`src/rtl/phy_pwrseq_pkg.sv`:
```
package phy_pwrseq_pkg;

  typedef enum logic [1:0] {
    S_IDLE = 2'd0,
    S_HOLD = 2'd1,
    S_CAL  = 2'd2,
    S_LOCK = 2'd3
  } seq_state_e;

  typedef enum logic [1:0] {
    ERR_NONE = 2'b00,
    ERR_CAL  = 2'b01,
    ERR_LOCK = 2'b10
  } seq_err_e;

endpackage

```
`src/rtl/phy_pwrseq_timer.sv`:
```
module phy_pwrseq_timer #(
  parameter int CW = 8
) (
  input  logic          clk,
  input  logic          rst_n,
  input  logic          load_i,
  input  logic [CW-1:0] load_val_i,
  output logic          zero_o
);

  logic [CW-1:0] cnt_q;
  logic [CW-1:0] cnt_d;
  logic          cnt_en;

  assign cnt_en = load_i || (cnt_q != '0);

  always_comb begin
    cnt_d = cnt_q;
    if (load_i)             cnt_d = load_val_i;
    else if (cnt_q != '0)   cnt_d = cnt_q - 1'b1;
  end

  always_ff @(posedge clk or negedge rst_n) begin
    if (!rst_n)      cnt_q <= '0;
    else if (cnt_en) cnt_q <= cnt_d;
  end

  assign zero_o = (cnt_q == '0);

  // without a reload the counter only ever steps down by one
  p_tmr_step_r3: assert property (@(posedge clk) disable iff (!rst_n)
    (!load_i && cnt_q != '0) |=> (cnt_q == $past(cnt_q) - 1'b1));

endmodule

```
`src/rtl/phy_pwrseq_fsm.sv`:
```
module phy_pwrseq_fsm
  import phy_pwrseq_pkg::*;
#(
  parameter int CW      = 8,
  parameter int HOLD_CY = 300,
  parameter int CAL_CY  = 500,
  parameter int LOCK_CY = 1100
) (
  input  logic          clk,
  input  logic          rst_n,
  input  logic          on_req_i,
  input  logic          off_req_i,
  input  logic          cal_done_i,
  input  logic          dll_lock_i,
  input  logic          tmr_zero_i,
  output logic          tmr_load_o,
  output logic [CW-1:0] tmr_val_o,
  output logic          pwr_en_o,
  output logic          dll_en_o,
  output logic          busy_o,
  output logic          done_o,
  output logic [1:0]    err_code_o
);

  localparam logic [CW-1:0] HOLD_LD = CW'(HOLD_CY - 1);
  localparam logic [CW-1:0] CAL_LD  = CW'(CAL_CY - 1);
  localparam logic [CW-1:0] LOCK_LD = CW'(LOCK_CY - 1);

  seq_state_e st_q, st_d;
  logic       pwr_q, pwr_d;
  logic       dll_q, dll_d;
  logic       done_q, done_d;
  seq_err_e   code_q, code_d;

  always_comb begin
    st_d       = st_q;
    pwr_d      = pwr_q;
    dll_d      = dll_q;
    done_d     = 1'b0;
    code_d     = code_q;
    tmr_load_o = 1'b0;
    tmr_val_o  = HOLD_LD;
    case (st_q)
      S_IDLE: begin
        if (off_req_i) begin
          pwr_d  = 1'b0;
          dll_d  = 1'b0;
          code_d = ERR_NONE;
          done_d = 1'b1;
        end else if (on_req_i) begin
          pwr_d      = 1'b0;
          dll_d      = 1'b0;
          code_d     = ERR_NONE;
          tmr_load_o = 1'b1;
          tmr_val_o  = HOLD_LD;
          st_d       = S_HOLD;
        end
      end
      S_HOLD: begin
        if (tmr_zero_i) begin
          pwr_d      = 1'b1;
          tmr_load_o = 1'b1;
          tmr_val_o  = CAL_LD;
          st_d       = S_CAL;
        end
      end
      S_CAL: begin
        if (tmr_zero_i) begin
          if (cal_done_i) begin
            dll_d      = 1'b1;
            tmr_load_o = 1'b1;
            tmr_val_o  = LOCK_LD;
            st_d       = S_LOCK;
          end else begin
            code_d = ERR_CAL;
            done_d = 1'b1;
            st_d   = S_IDLE;
          end
        end
      end
      S_LOCK: begin
        if (tmr_zero_i) begin
          if (!dll_lock_i) code_d = ERR_LOCK;
          done_d = 1'b1;
          st_d   = S_IDLE;
        end
      end
      default: st_d = S_IDLE;
    endcase
  end

  always_ff @(posedge clk or negedge rst_n) begin
    if (!rst_n) begin
      st_q   <= S_IDLE;
      pwr_q  <= 1'b0;
      dll_q  <= 1'b0;
      done_q <= 1'b0;
      code_q <= ERR_NONE;
    end else begin
      st_q   <= st_d;
      pwr_q  <= pwr_d;
      dll_q  <= dll_d;
      done_q <= done_d;
      code_q <= code_d;
    end
  end

  assign pwr_en_o   = pwr_q;
  assign dll_en_o   = dll_q;
  assign busy_o     = (st_q != S_IDLE);
  assign done_o     = done_q;
  assign err_code_o = code_q;

  // delay line is never enabled while the macro is powered down
  p_dll_needs_pwr_r5: assert property (@(posedge clk) disable iff (!rst_n)
    dll_en_o |-> pwr_en_o);

  // a power-up starts with both control lines low
  p_start_low_r1: assert property (@(posedge clk) disable iff (!rst_n)
    $rose(busy_o) |-> (!pwr_en_o && !dll_en_o));

  // delay line is enabled only after calibration was seen finished
  p_dll_after_cal_r5: assert property (@(posedge clk) disable iff (!rst_n)
    $rose(dll_en_o) |-> $past(cal_done_i));

  // done never overlaps a running sequence
  p_done_not_busy_r7: assert property (@(posedge clk) disable iff (!rst_n)
    done_o |-> !busy_o);

  // a new error code only appears together with the done pulse
  p_err_with_done_r8: assert property (@(posedge clk) disable iff (!rst_n)
    (err_code_o != 2'b00 && !$stable(err_code_o)) |-> done_o);

endmodule

```
`src/rtl/phy_pwrseq.sv`:
```
module phy_pwrseq #(
  parameter int CYC_PER_US = 100,
  parameter int HOLD_US    = 3,
  parameter int CAL_US     = 5,
  parameter int LOCK_US    = 11
) (
  input  logic       clk,
  input  logic       rst_n,
  input  logic       pwr_on_req_i,
  input  logic       pwr_off_req_i,
  input  logic       cal_done_i,
  input  logic       dll_lock_i,
  output logic       pwr_en_o,
  output logic       dll_en_o,
  output logic       busy_o,
  output logic       done_o,
  output logic       err_o,
  output logic [1:0] err_code_o
);

  localparam int HOLD_CY = HOLD_US * CYC_PER_US;
  localparam int CAL_CY  = CAL_US * CYC_PER_US;
  localparam int LOCK_CY = LOCK_US * CYC_PER_US;
  localparam int MAX_A   = (HOLD_CY > CAL_CY) ? HOLD_CY : CAL_CY;
  localparam int MAX_CY  = (MAX_A > LOCK_CY) ? MAX_A : LOCK_CY;
  localparam int CW      = $clog2(MAX_CY + 1);

  logic          tmr_load;
  logic [CW-1:0] tmr_val;
  logic          tmr_zero;

  phy_pwrseq_timer #(.CW(CW)) u_timer (
    .clk        (clk),
    .rst_n      (rst_n),
    .load_i     (tmr_load),
    .load_val_i (tmr_val),
    .zero_o     (tmr_zero)
  );

  phy_pwrseq_fsm #(
    .CW      (CW),
    .HOLD_CY (HOLD_CY),
    .CAL_CY  (CAL_CY),
    .LOCK_CY (LOCK_CY)
  ) u_fsm (
    .clk        (clk),
    .rst_n      (rst_n),
    .on_req_i   (pwr_on_req_i),
    .off_req_i  (pwr_off_req_i),
    .cal_done_i (cal_done_i),
    .dll_lock_i (dll_lock_i),
    .tmr_zero_i (tmr_zero),
    .tmr_load_o (tmr_load),
    .tmr_val_o  (tmr_val),
    .pwr_en_o   (pwr_en_o),
    .dll_en_o   (dll_en_o),
    .busy_o     (busy_o),
    .done_o     (done_o),
    .err_code_o (err_code_o)
  );

  assign err_o = (err_code_o != 2'b00);

endmodule

```
`config.mk`:
```
export PLATFORM = sky130hd
export DESIGN_NAME = phy_pwrseq
export DESIGN_NICKNAME = d
export VERILOG_FILES = /design/src/rtl/phy_pwrseq_pkg.sv /design/src/rtl/phy_pwrseq_timer.sv /design/src/rtl/phy_pwrseq_fsm.sv /design/src/rtl/phy_pwrseq.sv
export SDC_FILE = /design/constraint.sdc
export NUM_CORES = 1
export LEC_CHECK = 0
export BUFFER_PORTS_ARGS = -buffer_cell sky130_fd_sc_hd__buf_4
export CAP_MARGIN = 20
export CORE_ASPECT_RATIO = 1.2
export CORE_MARGIN = 3
export CORE_UTILIZATION = 60
export DETAILED_ROUTE_END_ITERATION = 6
export HOLD_SLACK_MARGIN = 0.06
export PLACE_DENSITY_LB_ADDON = 0.25
export SLEW_MARGIN = 20
export SYNTH_ARGS = -nofsm -noshare
export SYNTH_HDL_FRONTEND = slang
export SYNTH_SLANG_ARGS = --single-unit
```
`constraint.sdc`:
```
create_clock -name clk -period 3.38 [get_ports clk]
set_input_delay 0.676 -clock clk [delete_from_list [all_inputs] [get_ports clk]]
set_output_delay 0.676 -clock clk [all_outputs]
set_load 0.05 [all_outputs]
```
# Word-level counts from Yosys, hierarchy flattened
# Index checks and enable logic that the tools add are counted.
# word_totals
elab_cells	71
register_bits	18
output_inout_bits	7
# classes
n_mux	37
add_sub_neg	1
reduce_logical	15
eq_ne	12
# ops
op	n
$mux 11	4
$mux 2	12
$pmux 11 s2	1
$ne 2x2->1 const B	8
$mux 1	13
$logic_not 11->1	1
$reduce_bool 11->1	1
$sub 11x1->11 const B	1
$reduce_bool 2->1	5
$mux 8	1
$pmux 2 s4	1
$pmux 1 s3	2
$pmux 2 s3	1
$reduce_and 6->1	1
$reduce_and 5->1	1
$eq 2x2->1 const B	2
$pmux 1 s2	2
$reduce_and 4->1	1
$ne 3x3->1 const B	1
$reduce_and 3->1	1
$reduce_bool 3->1	1
$eq 2x1->1 const B	1
$logic_not 2->1	1
$reduce_and 2->1	1
$logic_or 1x1->1	1

# Logic depth before layout (Yosys ltp)
# Gate-level depths: netlist (run 1).
# logic_depth
depth_word	5
ltp_mapped	8
ltp_nobuf	6

# Modules after synthesis
# From an unflattened synthesis (run 1), not the netlist that was laid out.
# hier_totals
cells_unflattened	132
area_unflattened_um2	1249.9
# modules_own_cells
module	instances	seq_area_each_um2	area_each_um2	cells_per_inst
phy_pwrseq_timer	1	275.3	648.1	67
phy_pwrseq_fsm	1	175.2	595.6	64
phy_pwrseq	1	0.0	6.3	1

# Worst setup path after synthesis (run 1)
# No wires, ideal clock.
# synth_path
kind	register to register
startpoint	register u_timer.cnt_q[0]
endpoint	register u_fsm.st_q[0]
setup_slack_ns	1.578
stages_incl_launch_ff	8
setup_ns	0.126
n_path_buf	1
t_arrival_ns	1.676
synth_period_minus_slack_ns	1.802
required_time_ns	3.254
cell_sequence	dfrtp_1 -> inv_1 -> ha_1 -> nor3b_1 -> and3_1 -> buf_4 -> nor2_1 -> o32a_1
# synth_between
elab_chain_len	3
word_cells_on_any_way	5
# synth_lines
element	line_no	source
from (decl)	phy_pwrseq_timer.sv:11	logic [CW-1:0] cnt_q;
from (signal assigned)	phy_pwrseq_timer.sv:25	else if (cnt_en) cnt_q <= cnt_d;
$logic_not 11->1 *	phy_pwrseq_timer.sv:28	assign zero_o = (cnt_q == '0);
$ne 2x2->1 (no source line)	n/a	
$reduce_and 5->1 (no source line) *	n/a	
to (signal assigned)	phy_pwrseq_fsm.sv:100	st_q <= st_d;
to (decl)	phy_pwrseq_fsm.sv:29	seq_state_e st_q, st_d;
# Every way passes the cells marked *; elsewhere a longest branch is shown, timed or not.
# A chain may end at the register's enable or synchronous reset.

# Worst setup path in the final report (run 1)
# layout_path
startpoint	register u_timer.cnt_q[0]
endpoint	register u_timer.cnt_q[10]
# layout_between
elab_chain_len	5
word_cells_on_any_way	13
# layout_lines
element
branches (longest 5 deep; another with $sub 11x1->11)
# Parallel ways; which one is timed is not known. The select of a mux whose other input is x is not followed.

==> results_tabular.tex, run 1 <==
\begin{tabular}{lr}
\hline
Metric & Value \\
\hline
\multicolumn{2}{l}{\textbf{Timing}} \\
Setup repair after global routing missed its margin & no \\
Smallest setup slack after layout & 0.875 ns \\
Count of endpoints failing setup in the final report & 0 \\
Portion of the clock cycle consumed by the worst path in the final layout & 74.1\% \\
Total Negative Setup Slacks & 0 ns \\
Highest Clock Rate & 0.399 GHz \\
Pin slew with the least headroom to its limit & 0.682 ns \\
Layout Skew & 0.000952 ns \\
Final hold vios & 0 \\
Relative slew margins & 54.5\% \\
Tmin final & 2.50 ns \\
Final number of max-transition violations & 0 \\
\multicolumn{2}{l}{\textbf{GRT}} \\
Wire length of the first global-routing pass & 4.35 mm \\
Global-route congestion overflow total & 0 \\
Number of global-route vias before repair & 971 \\
All-Layer GR Usage & 24.3\% \\
Number of antenna violations at the first check in global routing & 0 \\
Largest net degree at the start of global routing & 19 \\
\multicolumn{2}{l}{\textbf{CTS}} \\
Maximum count of clock buffers along a single path & 2 \\
Clock transition at the registers of the reported paths & 0.10 ns \\
Buffer count from post-CTS setup fixing & 0 \\
Clock sinks & 18 \\
Root Buffer & sky130\_fd\_sc\_hd\_\_clkbuf\_4 \\
Post-cts resize count & 0 \\
Clock buffer count from CTS & 3 \\
\# hold bufs at CTS & 0 \\
Insertion delay of the later-clocked pin in the worst-skew pair & 0.30 ns \\
H-Tree Level Count & 1 \\
Clock tree from TritonCTS & done \\
\multicolumn{2}{l}{\textbf{Die}} \\
Starting density of the core & 67.0\% \\
Rows & 16 \\
Die footprint & 0.00249 sq mm \\
Vertical extent of the die & 54.0 um \\
Number of I/O pins & 13 \\
DIE WIDTH & 46.0 um \\
Placeable Area & 0.00172 sq mm \\
\multicolumn{2}{l}{\textbf{Synth}} \\
Yosys top cell by area & sky130\_fd\_sc\_hd\_\_dfrtp\_1 \\
Area share of the leading cell type in the synthesized netlist & 39.0\% \\
Number of synthesized flops with an enable pin & 0 \\
Most common cell in the netlist & sky130\_fd\_sc\_hd\_\_dfrtp\_1 \\
Most used DFF post-synth & sky130\_fd\_sc\_hd\_\_dfrtp\_1 \\
Mapped Area & 0.00115 sq mm \\
Portion of the post-synthesis area used by sequential elements & 39.0\% \\
Cell types with the highest counts after synthesis & sky130\_fd\_sc\_hd\_\_dfrtp\_1, sky130\_fd\_sc\_hd\_\_nand2\_1, sky130\_fd\_sc\_hd\_\_inv\_1, sky130\_fd\_sc\_hd\_\_nor2\_1, sky130\_fd\_sc\_hd\_\_a21oi\_1 \\
Yosys warnings & 0 \\
Synthesized net count & 138 \\
Number of cells produced by synthesis & 127 \\
Area contributors post-synth & sky130\_fd\_sc\_hd\_\_dfrtp\_1, sky130\_fd\_sc\_hd\_\_ha\_1, sky130\_fd\_sc\_hd\_\_nand2\_1 \\
Distinct cell type count after synthesis & 43 \\
Share of async-settable or async-resettable flops after synthesis & 100\% \\
Average cell area after synthesis & 9.08 sq um \\
Number of synthesized register bits & 18 \\
\multicolumn{2}{l}{\textbf{Critical path}} \\
Category of the most critical setup path & reg2reg \\
Worst setup SP type & register \\
Required time of the worst setup path & 3.58 ns \\
Worst EP arrival & 2.71 ns \\
Kind of cell adding the most delay to the critical path & simple AND/OR/NAND/NOR gates \\
Slowest cell on crit path & sky130\_fd\_sc\_hd\_\_and3\_1 \\
Crit path largest cell delay & 0.70 ns \\
Maximum net fanout on the critical path & 18 \\
CP cell instances & inv\_1 -> ha\_1 -> nor3b\_1 -> and3\_1 -> a21oi\_2 -> a31o\_1 \\
Kind of end point of the critical path & register \\
Worst Path Buf+Inv & 1 \\
\multicolumn{2}{l}{\textbf{Pwr}} \\
Worst VDD drop & 620 uV \\
Static Leak & 0.000580 uW \\
Power density over the cells & 935 mW/mm\^{}2 \\
\multicolumn{2}{l}{\textbf{Final layout}} \\
Non-filler instance count after layout & 156 \\
Final Instance Area & 0.00128 sq mm \\
\# diodes & 0 \\
Layout cells sized above 1 & 17.4\% \\
Filler instances & 127 \\
Final layout net count & 150 \\
Area growth from synthesis to layout & 10.6\% \\
\multicolumn{2}{l}{\textbf{Detailed routing}} \\
Wire length after detailed routing & 2.50 mm \\
Total via count in the routed design & 970 \\
Routed length per placed instance & 16.0 um \\
DRC violation count after routing & 0 \\
Ratio of routed vias to standard cells & 6.22 \\
Length of the first detailed-routing pass in iterations & 4 \\
1st-iter DRT viols & 30 \\
Post-route ant nets & 0 \\
\multicolumn{2}{l}{\textbf{Placement}} \\
Buffers on Ports & 12 \\
Post-detail-place hpwl & 1.87 mm \\
Routability congestion estimate & 0.844 \\
Cell area after placement & 0.00124 sq mm \\
Placed cells & 152 \\
Worst slack at placement & 0.913 ns \\
\multicolumn{2}{l}{\textbf{Job}} \\
Max Cap Violations & 0 \\
\multicolumn{2}{l}{\textbf{Outcome}} \\
Result of the run & finished, final reports clean \\
\multicolumn{2}{l}{\textbf{Min path}} \\
Type of the worst min-delay path & in2async \\
\hline
\end{tabular}
[cell usage in the layout (no fill, tap or decap), types with 2 or more instances in the layout]
cell | netlist | routed
sky130_fd_sc_hd__o21ai_0 | 6 | 6
sky130_fd_sc_hd__buf_4 | 1 | 13
sky130_fd_sc_hd__nor2_1 | 10 | 10
sky130_fd_sc_hd__and2_1 | 3 | 3
sky130_fd_sc_hd__or3_1 | 4 | 4
sky130_fd_sc_hd__nor3b_1 | 2 | 2
sky130_fd_sc_hd__dfrtp_1 | 18 | 18
sky130_fd_sc_hd__clkbuf_4 | 0 | 3
sky130_fd_sc_hd__ha_1 | 5 | 5
sky130_fd_sc_hd__o211ai_1 | 2 | 2
sky130_fd_sc_hd__a21oi_1 | 8 | 8
sky130_fd_sc_hd__nor3_1 | 4 | 4
sky130_fd_sc_hd__nand2_1 | 11 | 11
sky130_fd_sc_hd__inv_1 | 10 | 10
sky130_fd_sc_hd__o22ai_1 | 2 | 2
sky130_fd_sc_hd__nand3_1 | 3 | 3
sky130_fd_sc_hd__a32o_1 | 2 | 2
sky130_fd_sc_hd__o31ai_1 | 2 | 2
sky130_fd_sc_hd__a31oi_1 | 3 | 3
sky130_fd_sc_hd__xnor2_1 | 4 | 4
[area by class of cell]
cell class	instances	area, sq um	share of cell area (%)
Timing Repair Buffer	13	97.6	7.65
Multi-Input combinational cell	93	632	49.5
Clock buffer	4	36.3	2.84
Sequential cell	18	450	35.3
Inverter	10	37.5	2.94
Tap cell	18	22.5	1.76
[worst register-to-register path, stage by stage, from the launching register on]
cell	delay [ns]
sky130_fd_sc_hd__dfrtp_1	0.42
sky130_fd_sc_hd__inv_1	0.11
sky130_fd_sc_hd__ha_1	0.20
sky130_fd_sc_hd__nor3b_1	0.47
sky130_fd_sc_hd__and3_1	0.70
sky130_fd_sc_hd__a21oi_2	0.24
sky130_fd_sc_hd__a31o_1	0.27
[worst paths after layout]
path / slack, ns / endpoint / start / cells after the start
min in group clk: 0.54 / u_fsm.dll_en_o / u_fsm.dll_en_o / 2
max in group asynchronous: 2.96 / u_fsm.st_q[1] / rst_n / 1
worst max register to register: 0.88 / u_timer.cnt_q[10] / u_timer.cnt_q[0] / 6
worst max-delay path: 0.88 / u_timer.cnt_q[10] / u_timer.cnt_q[0] / 6
worst min register to register: 0.54 / u_fsm.dll_en_o / u_fsm.dll_en_o / 2
worst min-delay path: 0.23 / u_timer.cnt_q[7] / rst_n / 1
[sequential cells by signal, indices dropped and copies added, names as in the netlist]
register / flops
u_timer.cnt_q: 11
u_fsm.err_code_o: 2
u_fsm.st_q: 2
u_fsm.dll_en_o: 1
u_fsm.done_o: 1
u_fsm.pwr_en_o: 1
[stage by stage]
| step | hold slack (ns) | util (%) | total power [uW] |
|---|---|---|---|
| 2_1_floorplan | 0.380 | - | 894 |
| 3_3_place_gp | 0.500 | 72.0 | 1030 |
| 3_5_place_dp | 0.521 | 72.0 | 1050 |
| 4_1_cts | 0.227 | 74.1 | 1190 |
| 5_1_grt | 0.225 | 74.1 | 1290 |
| 6_report | 0.226 | 74.1 | 1190 |
[report_power, final]
group	total [uW]	internal (uW)	switching, uW
Combinational	674	273	402
Clock	136	65.7	70.0
Sequential	383	292	90.9
[cells by family after synthesis]
logic type,share of synthesized area [%]
simple gates,21.6
compound gates,23.1
buf+inv,6.18
fa+ha+maj,5.42
xor+xnor,3.80
mux,0.868
flops,39.0
[metal layers]
metal	share of wire [%]	GRT usage, %
met2	52	43.1
met4	1.8	10.4
met5	0	0
met1	43	29.2
met3	2.7	2.01
Power figures use the tool's default switching activity.
==> run 2: changes to the inputs <==
--- a/config.mk
+++ b/config.mk
@@ -9,7 +9,7 @@
 export CAP_MARGIN = 20
 export CORE_ASPECT_RATIO = 1.2
 export CORE_MARGIN = 3
-export CORE_UTILIZATION = 60
+export CORE_UTILIZATION = 57
 export DETAILED_ROUTE_END_ITERATION = 6
 export HOLD_SLACK_MARGIN = 0.06
 export PLACE_DENSITY_LB_ADDON = 0.25
==> constraint.sdc (replaced) <==
create_clock -name clk -period 2.52 [get_ports clk]
set_input_delay 0.504 -clock clk [delete_from_list [all_inputs] [get_ports clk]]
set_output_delay 0.504 -clock clk [all_outputs]
set_load 0.05 [all_outputs]
==> run 2 against run 1 <==
Against the previous run: critical path depth is the same; critical path type unchanged; largest cell class unchanged; global-route usage shrank 1.8 points; final cell count grew 2.6%.
==> results_tabular.tex, run 2 (synthesized netlist as in run 1, its figures left out) <==
\begin{tabular}{lr}
\hline
Metric & Value \\
\hline
\multicolumn{2}{l}{\textbf{Final layout}} \\
\# diodes & 0 \\
Layout cells sized above 1 & 18.4\% \\
Leading cell type in the layout, fill and taps excluded & sky130\_fd\_sc\_hd\_\_dfrtp\_1 \\
Filler instances & 154 \\
Final layout net count & 153 \\
Area occupied by multi-input gates & 632 sq um \\
Most frequent cells in the layout & sky130\_fd\_sc\_hd\_\_dfrtp\_1, sky130\_fd\_sc\_hd\_\_buf\_4, sky130\_fd\_sc\_hd\_\_nand2\_1 \\
Largest register FFs & 11 \\
Reg area & 450 sq um \\
Area growth from synthesis to layout & 12.9\% \\
Utilization after layout & 69.6\% \\
Register bank with the most flops & u\_timer.cnt\_q \\
\multicolumn{2}{l}{\textbf{Timing}} \\
Total Negative Setup Slacks & 0 ns \\
Pin slew with the least headroom to its limit & 0.637 ns \\
Final hold slack & 0.512 ns \\
Setup repair after global routing missed its margin & no \\
Relative slew margins & 57.5\% \\
Final number of max-transition violations & 0 \\
Final hold vios & 0 \\
Count of endpoints failing setup in the final report & 0 \\
Portion of the clock cycle consumed by the worst path in the final layout & 87.0\% \\
Layout Skew & 0.00158 ns \\
Highest Clock Rate & 0.456 GHz \\
Tmin final & 2.19 ns \\
\multicolumn{2}{l}{\textbf{Die}} \\
Die footprint & 0.00260 sq mm \\
Placeable Area & 0.00187 sq mm \\
Starting density of the core & 61.6\% \\
DIE WIDTH & 47.1 um \\
Rows & 17 \\
Number of I/O pins & 13 \\
Vertical extent of the die & 55.3 um \\
\multicolumn{2}{l}{\textbf{Min path}} \\
Endpoint, Worst Hold & u\_fsm.done\_o \\
Hold path cells & 3 \\
Type of the worst min-delay path & in2reg \\
Startpoint of the worst hold path & pwr\_off\_req\_i \\
\multicolumn{2}{l}{\textbf{CTS}} \\
Clock buffer count from CTS & 3 \\
Insertion delay of the later-clocked pin in the worst-skew pair & 0.29 ns \\
Root Buffer & sky130\_fd\_sc\_hd\_\_clkbuf\_4 \\
Clock tree from TritonCTS & done \\
Clock transition at the registers of the reported paths & 0.10 ns \\
H-Tree Level Count & 1 \\
Maximum count of clock buffers along a single path & 2 \\
Clock sinks & 18 \\
\multicolumn{2}{l}{\textbf{Detailed routing}} \\
DRC violation count after routing & 0 \\
Ratio of routed vias to standard cells & 6.35 \\
Length of the first detailed-routing pass in iterations & 4 \\
1st-iter DRT viols & 19 \\
Routed length per placed instance & 16.1 um \\
Total via count in the routed design & 1,016 \\
Post-route ant nets & 0 \\
Wire length after detailed routing & 2.57 mm \\
\multicolumn{2}{l}{\textbf{Critical path}} \\
Worst reg-to-reg path cell count & 6 \\
CP cell instances & inv\_1 -> ha\_1 -> nor3b\_1 -> and3\_1 -> a21oi\_2 -> a31o\_1 \\
Slowest cell on crit path & sky130\_fd\_sc\_hd\_\_and3\_1 \\
Category of the most critical setup path & reg2reg \\
Required time of the worst setup path & 2.71 ns \\
Capturing point of the worst reg2reg path & u\_timer.cnt\_q[10] \\
Critical register-to-register path startpoint & u\_timer.cnt\_q[0] \\
Register-to-Register Setup Slack & 0.33 ns \\
Crit path largest cell delay & 0.61 ns \\
Worst setup SP type & register \\
Maximum net fanout on the critical path & 18 \\
Kind of end point of the critical path & register \\
Worst EP arrival & 2.39 ns \\
\multicolumn{2}{l}{\textbf{Pwr}} \\
Cell internal power dissipation & 863 uW \\
Worst VDD drop & 937 uV \\
Power dissipated by switching net loads & 758 uW \\
Share of total power consumed by net switching & 46.8\% \\
Static Leak & 0.000595 uW \\
Clock network power share & 11.1\% \\
Flop pwr share & 31.9\% \\
Power density over the cells & 1240 mW/mm\^{}2 \\
Logic pwr share & 57.0\% \\
\multicolumn{2}{l}{\textbf{GRT}} \\
All-Layer GR Usage & 22.5\% \\
Global-route congestion overflow total & 0 \\
Number of antenna violations at the first check in global routing & 0 \\
Largest net degree at the start of global routing & 19 \\
Wire length of the first global-routing pass & 4.46 mm \\
Number of global-route vias before repair & 1,044 \\
\multicolumn{2}{l}{\textbf{Placement}} \\
Routability congestion estimate & 0.847 \\
Buffers on Ports & 12 \\
Post-detail-place hpwl & 2.00 mm \\
\multicolumn{2}{l}{\textbf{Job}} \\
Max Cap Violations & 0 \\
\multicolumn{2}{l}{\textbf{Outcome}} \\
Result of the run & finished, final reports clean \\
\hline
\end{tabular}
run 2: cell count changes in the layout (fill, tap and decap cells not counted), sizes merged:
cell         delta
buf             +2
dlygate4sd3     +1
run 2: layer usage:
metal | part of all wire [%] | vias to the layer above | global-route usage (%) | wire length, um
met5 | 0 | - | 0 | 0
met4 | 1.4 | 0 | 6.32 | 36
met3 | 3.4 | 7 | 4.89 | 88
met2 | 53 | 25 | 38.1 | 1350
met1 | 43 | 501 | 27.4 | 1090
li1 | - | 483 | - | -
run 2: final cells by class:
| type | instances | area share [%] |
|---|---|---|
| Inverter | 10 | 2.88 |
| Sequential cell | 18 | 34.6 |
| Timing Repair Buffer | 16 | 9.41 |
| Multi-Input combinational cell | 93 | 48.5 |
| Tap cell | 19 | 1.83 |
| Clock buffer | 4 | 2.79 |
run 2: worst max-delay path by stage:
stage	startpoint	end	slack (ns)	depth (start not counted)
4_1_cts	u_timer.cnt_q[0]	u_timer.cnt_q[10]	0.35	6
3_3_place_gp	u_timer.cnt_q[0]	u_timer.cnt_q[10]	0.47	6
5_1_grt	u_timer.cnt_q[0]	u_timer.cnt_q[10]	0.12	6
6_report	u_timer.cnt_q[0]	u_timer.cnt_q[10]	0.33	6
3_5_place_dp	u_timer.cnt_q[0]	u_timer.cnt_q[10]	0.37	6
2_1_floorplan	u_timer.cnt_q[0]	u_fsm.st_q[0]	0.72	7
run 2: repair_timing:
action | 4_1_cts | 5_1_grt
gates resized for setup | 0 | 0
hold endpoints to repair | 1 | 0
buffers inserted | 0 | 0
hold buffers | 1 | 0
run 2: critical path: cells and delay by family (launching register included):
family	cells	cell delay, ns
DFF	1	0.43
AOI/OAI and AO/OA	2	0.52
adders and majority gates	1	0.19
and+or+nand+nor	2	0.85
buffers and inverters	1	0.11
run 2: through the flow:
step	instances	power, uW	setup WS [ns]	cell area [sq um]
6_report	160	1620	0.328	1300
5_1_grt	160	1740	0.118	1300
4_1_cts	160	1630	0.351	1300
3_5_place_dp	155	1440	0.368	1260
3_3_place_gp	155	1400	0.469	1260
2_1_floorplan	127	1200	0.718	1150
run 2: power by group through the flow:
stage,registers (uW),clock network (uW),logic (uW)
after global routing,532,195,1020
after detailed placement,521,0,920
after floorplan,527,0,672
after CTS,515,182,927
final,517,180,925
after global placement,510,0,895
==> run 3: changes to the inputs <==
--- a/config.mk
+++ b/config.mk
@@ -9,7 +9,8 @@
 export CAP_MARGIN = 20
 export CORE_ASPECT_RATIO = 1.2
 export CORE_MARGIN = 3
-export CORE_UTILIZATION = 57
+export CORE_UTILIZATION = 60
+export CTS_BUF_LIST = sky130_fd_sc_hd__clkbuf_4
 export DETAILED_ROUTE_END_ITERATION = 6
 export HOLD_SLACK_MARGIN = 0.06
 export PLACE_DENSITY_LB_ADDON = 0.25
==> run 3 against run 2 <==
Against the previous run: sequential share of layout area is 0.10 points higher; register-to-register slack better by 0.18 ns; first-iteration DRC count is 21% higher; critical path type unchanged; non-clock buffer count is 1 higher; largest cell class unchanged; fmax is 8.8% higher; via count is 0.39% lower; setup slack better by 0.18 ns; clock power is 14% lower; combinational power is 0.8% higher; sequential power is 1% lower; highest routed layer unchanged; global-route usage is 2.8 points higher.
==> results_tabular.tex, run 3 (synthesized netlist as in run 1, its figures left out) <==
\begin{tabular}{lr}
\hline
Metric & Value \\
\hline
\multicolumn{2}{l}{\textbf{Die}} \\
Starting density of the core & 67.0\% \\
Number of I/O pins & 13 \\
Die footprint & 0.00249 sq mm \\
DIE WIDTH & 46.0 um \\
Vertical extent of the die & 54.0 um \\
Placeable Area & 0.00172 sq mm \\
Rows & 16 \\
\multicolumn{2}{l}{\textbf{Min path}} \\
Type of the worst min-delay path & in2reg \\
Hold path cells & 3 \\
\multicolumn{2}{l}{\textbf{Critical path}} \\
Maximum net fanout on the critical path & 13 \\
Most frequent cell on the critical path & sky130\_fd\_sc\_hd\_\_buf\_4 \\
Crit path largest cell delay & 0.41 ns \\
Worst setup SP type & register \\
CP cell instances & inv\_1 -> ha\_1 -> nor3b\_1 -> buf\_4 -> and3\_1 -> buf\_4 -> or3\_1 -> a21boi\_0 \\
Kind of end point of the critical path & register \\
Category of the most critical setup path & reg2reg \\
Slowest cell on crit path & sky130\_fd\_sc\_hd\_\_dfrtp\_1 \\
Worst reg-to-reg path cell count & 8 \\
Worst EP arrival & 2.24 ns \\
Required time of the worst setup path & 2.75 ns \\
\multicolumn{2}{l}{\textbf{Detailed routing}} \\
Wire length after detailed routing & 2.59 mm \\
Met2 wire length & 1.38 mm \\
1st-iter DRT viols & 23 \\
DRC violation count after routing & 0 \\
Length of the first detailed-routing pass in iterations & 4 \\
Total via count in the routed design & 1,012 \\
Routed length per placed instance & 16.2 um \\
Post-route ant nets & 0 \\
Met1 wire length & 1.04 mm \\
Top layer used by detailed routing & met4 \\
Routed wl met3 & 112 um \\
Ratio of routed vias to standard cells & 6.33 \\
\multicolumn{2}{l}{\textbf{Pwr}} \\
Power density over the cells & 1230 mW/mm\^{}2 \\
Worst VDD drop & 836 uV \\
Logic pwr share & 58.3\% \\
Clock network power share & 9.6\% \\
Flop pwr share & 32.0\% \\
Power dissipated by switching net loads & 762 uW \\
Static Leak & 0.000595 uW \\
Share of total power consumed by net switching & 47.7\% \\
Cell internal power dissipation & 835 uW \\
\multicolumn{2}{l}{\textbf{Job}} \\
Max Cap Violations & 0 \\
\multicolumn{2}{l}{\textbf{Timing}} \\
Relative slew margins & 66.8\% \\
Portion of the clock cycle consumed by the worst path in the final layout & 80.0\% \\
Pin slew with the least headroom to its limit & 0.496 ns \\
Setup repair after global routing missed its margin & no \\
Final number of max-transition violations & 0 \\
Count of endpoints failing setup in the final report & 0 \\
Final hold vios & 0 \\
Tmin final & 2.02 ns \\
Highest Clock Rate & 0.496 GHz \\
Final hold slack & 0.516 ns \\
Layout Skew & 0.00784 ns \\
Total Negative Setup Slacks & 0 ns \\
\multicolumn{2}{l}{\textbf{Final layout}} \\
Leading cell type in the layout, fill and taps excluded & sky130\_fd\_sc\_hd\_\_dfrtp\_1 \\
Area occupied by multi-input gates & 632 sq um \\
Reg area & 450 sq um \\
Register bank with the most flops & u\_timer.cnt\_q \\
Layout cells sized above 1 & 18.3\% \\
Filler instances & 131 \\
Area growth from synthesis to layout & 12.6\% \\
Final layout net count & 154 \\
Most frequent cells in the layout & sky130\_fd\_sc\_hd\_\_dfrtp\_1, sky130\_fd\_sc\_hd\_\_buf\_4, sky130\_fd\_sc\_hd\_\_nand2\_1 \\
\# diodes & 0 \\
Largest register FFs & 11 \\
Non-filler instance count after layout & 160 \\
\multicolumn{2}{l}{\textbf{CTS}} \\
Post-cts resize count & 0 \\
\# hold bufs at CTS & 1 \\
H-Tree Level Count & 1 \\
Buffer count from post-CTS setup fixing & 0 \\
Maximum count of clock buffers along a single path & 2 \\
Root Buffer & sky130\_fd\_sc\_hd\_\_clkbuf\_4 \\
Clock transition at the registers of the reported paths & 0.11 ns \\
Insertion delay of the later-clocked pin in the worst-skew pair & 0.31 ns \\
Clock sinks & 18 \\
Clock tree from TritonCTS & done \\
Clock buffer count from CTS & 3 \\
\multicolumn{2}{l}{\textbf{Placement}} \\
Buffers on Ports & 12 \\
Post-detail-place hpwl & 1.88 mm \\
Routability congestion estimate & 0.800 \\
Placed cells & 155 \\
\multicolumn{2}{l}{\textbf{GRT}} \\
Wire length of the first global-routing pass & 4.44 mm \\
Number of global-route vias before repair & 994 \\
Number of antenna violations at the first check in global routing & 0 \\
All-Layer GR Usage & 25.3\% \\
Global-route congestion overflow total & 0 \\
Largest net degree at the start of global routing & 19 \\
\multicolumn{2}{l}{\textbf{Outcome}} \\
Result of the run & finished, final reports clean \\
\hline
\end{tabular}
-- run 3: cell count changes in the layout (fill, tap and decap cells not counted) --
cell                       before  now
sky130_fd_sc_hd__clkbuf_8       1    0
sky130_fd_sc_hd__buf_4         15   16
sky130_fd_sc_hd__clkinv_1       0    1
-- run 3: layout make-up --
type / instances / area share (%)
Tap cell: 18 / 1.73
Clock buffer: 3 / 1.73
Inverter: 10 / 2.89
Clock inverter: 1 / 0.289
Timing Repair Buffer: 17 / 10.0
Multi-Input combinational cell: 93 / 48.7
Sequential cell: 18 / 34.7
-- run 3: worst paths after layout --
check,from,to,slack (ns)
min in group asynchronous,rst_n,u_fsm.pwr_en_o,0.59
max in group asynchronous,rst_n,u_timer.cnt_q[6],1.73
worst max register to register,u_timer.cnt_q[0],u_timer.cnt_q[9],0.50
worst max-delay path,u_timer.cnt_q[0],u_timer.cnt_q[9],0.50
worst min-delay path,pwr_off_req_i,u_fsm.done_o,0.52
worst min register to register,u_timer.cnt_q[10],u_timer.cnt_q[10],0.55
-- run 3: worst max-delay path: cells and delay by family, from the launching register on --
family,cells,cell delay [ns]
simple gates,3,0.71
fa+ha+maj,1,0.23
compound gates,1,0.15
flops,1,0.41
buf+inv,3,0.43
-- run 3: per-layer routing --
layer / vias up / GRT usage [%]
met5: - / 0
met4: 0 / 12.8
met2: 35 / 43.3
li1: 488 / -
met1: 484 / 30.7
met3: 5 / 2.34
-- run 3: power by group through the flow --
stage	combinational [uW]	clock (uW)	sequential, uW
detailed placement	916	0	517
global placement	896	0	508
finish	932	154	512
global route	1020	174	527
floorplan	672	0	527
CTS	929	157	511
-- run 3: per-stage QoR --
step | instance area, sq um | utilization, % | total power, uW | worst slack [ns]
floorplan | 1150 | - | 1200 | 0.718
global placement | 1260 | 73.3 | 1400 | 0.611
detailed placement | 1260 | 73.3 | 1430 | 0.543
CTS | 1300 | 75.4 | 1600 | 0.516
global route | 1300 | 75.4 | 1730 | 0.375
finish | 1300 | 75.4 | 1600 | 0.504
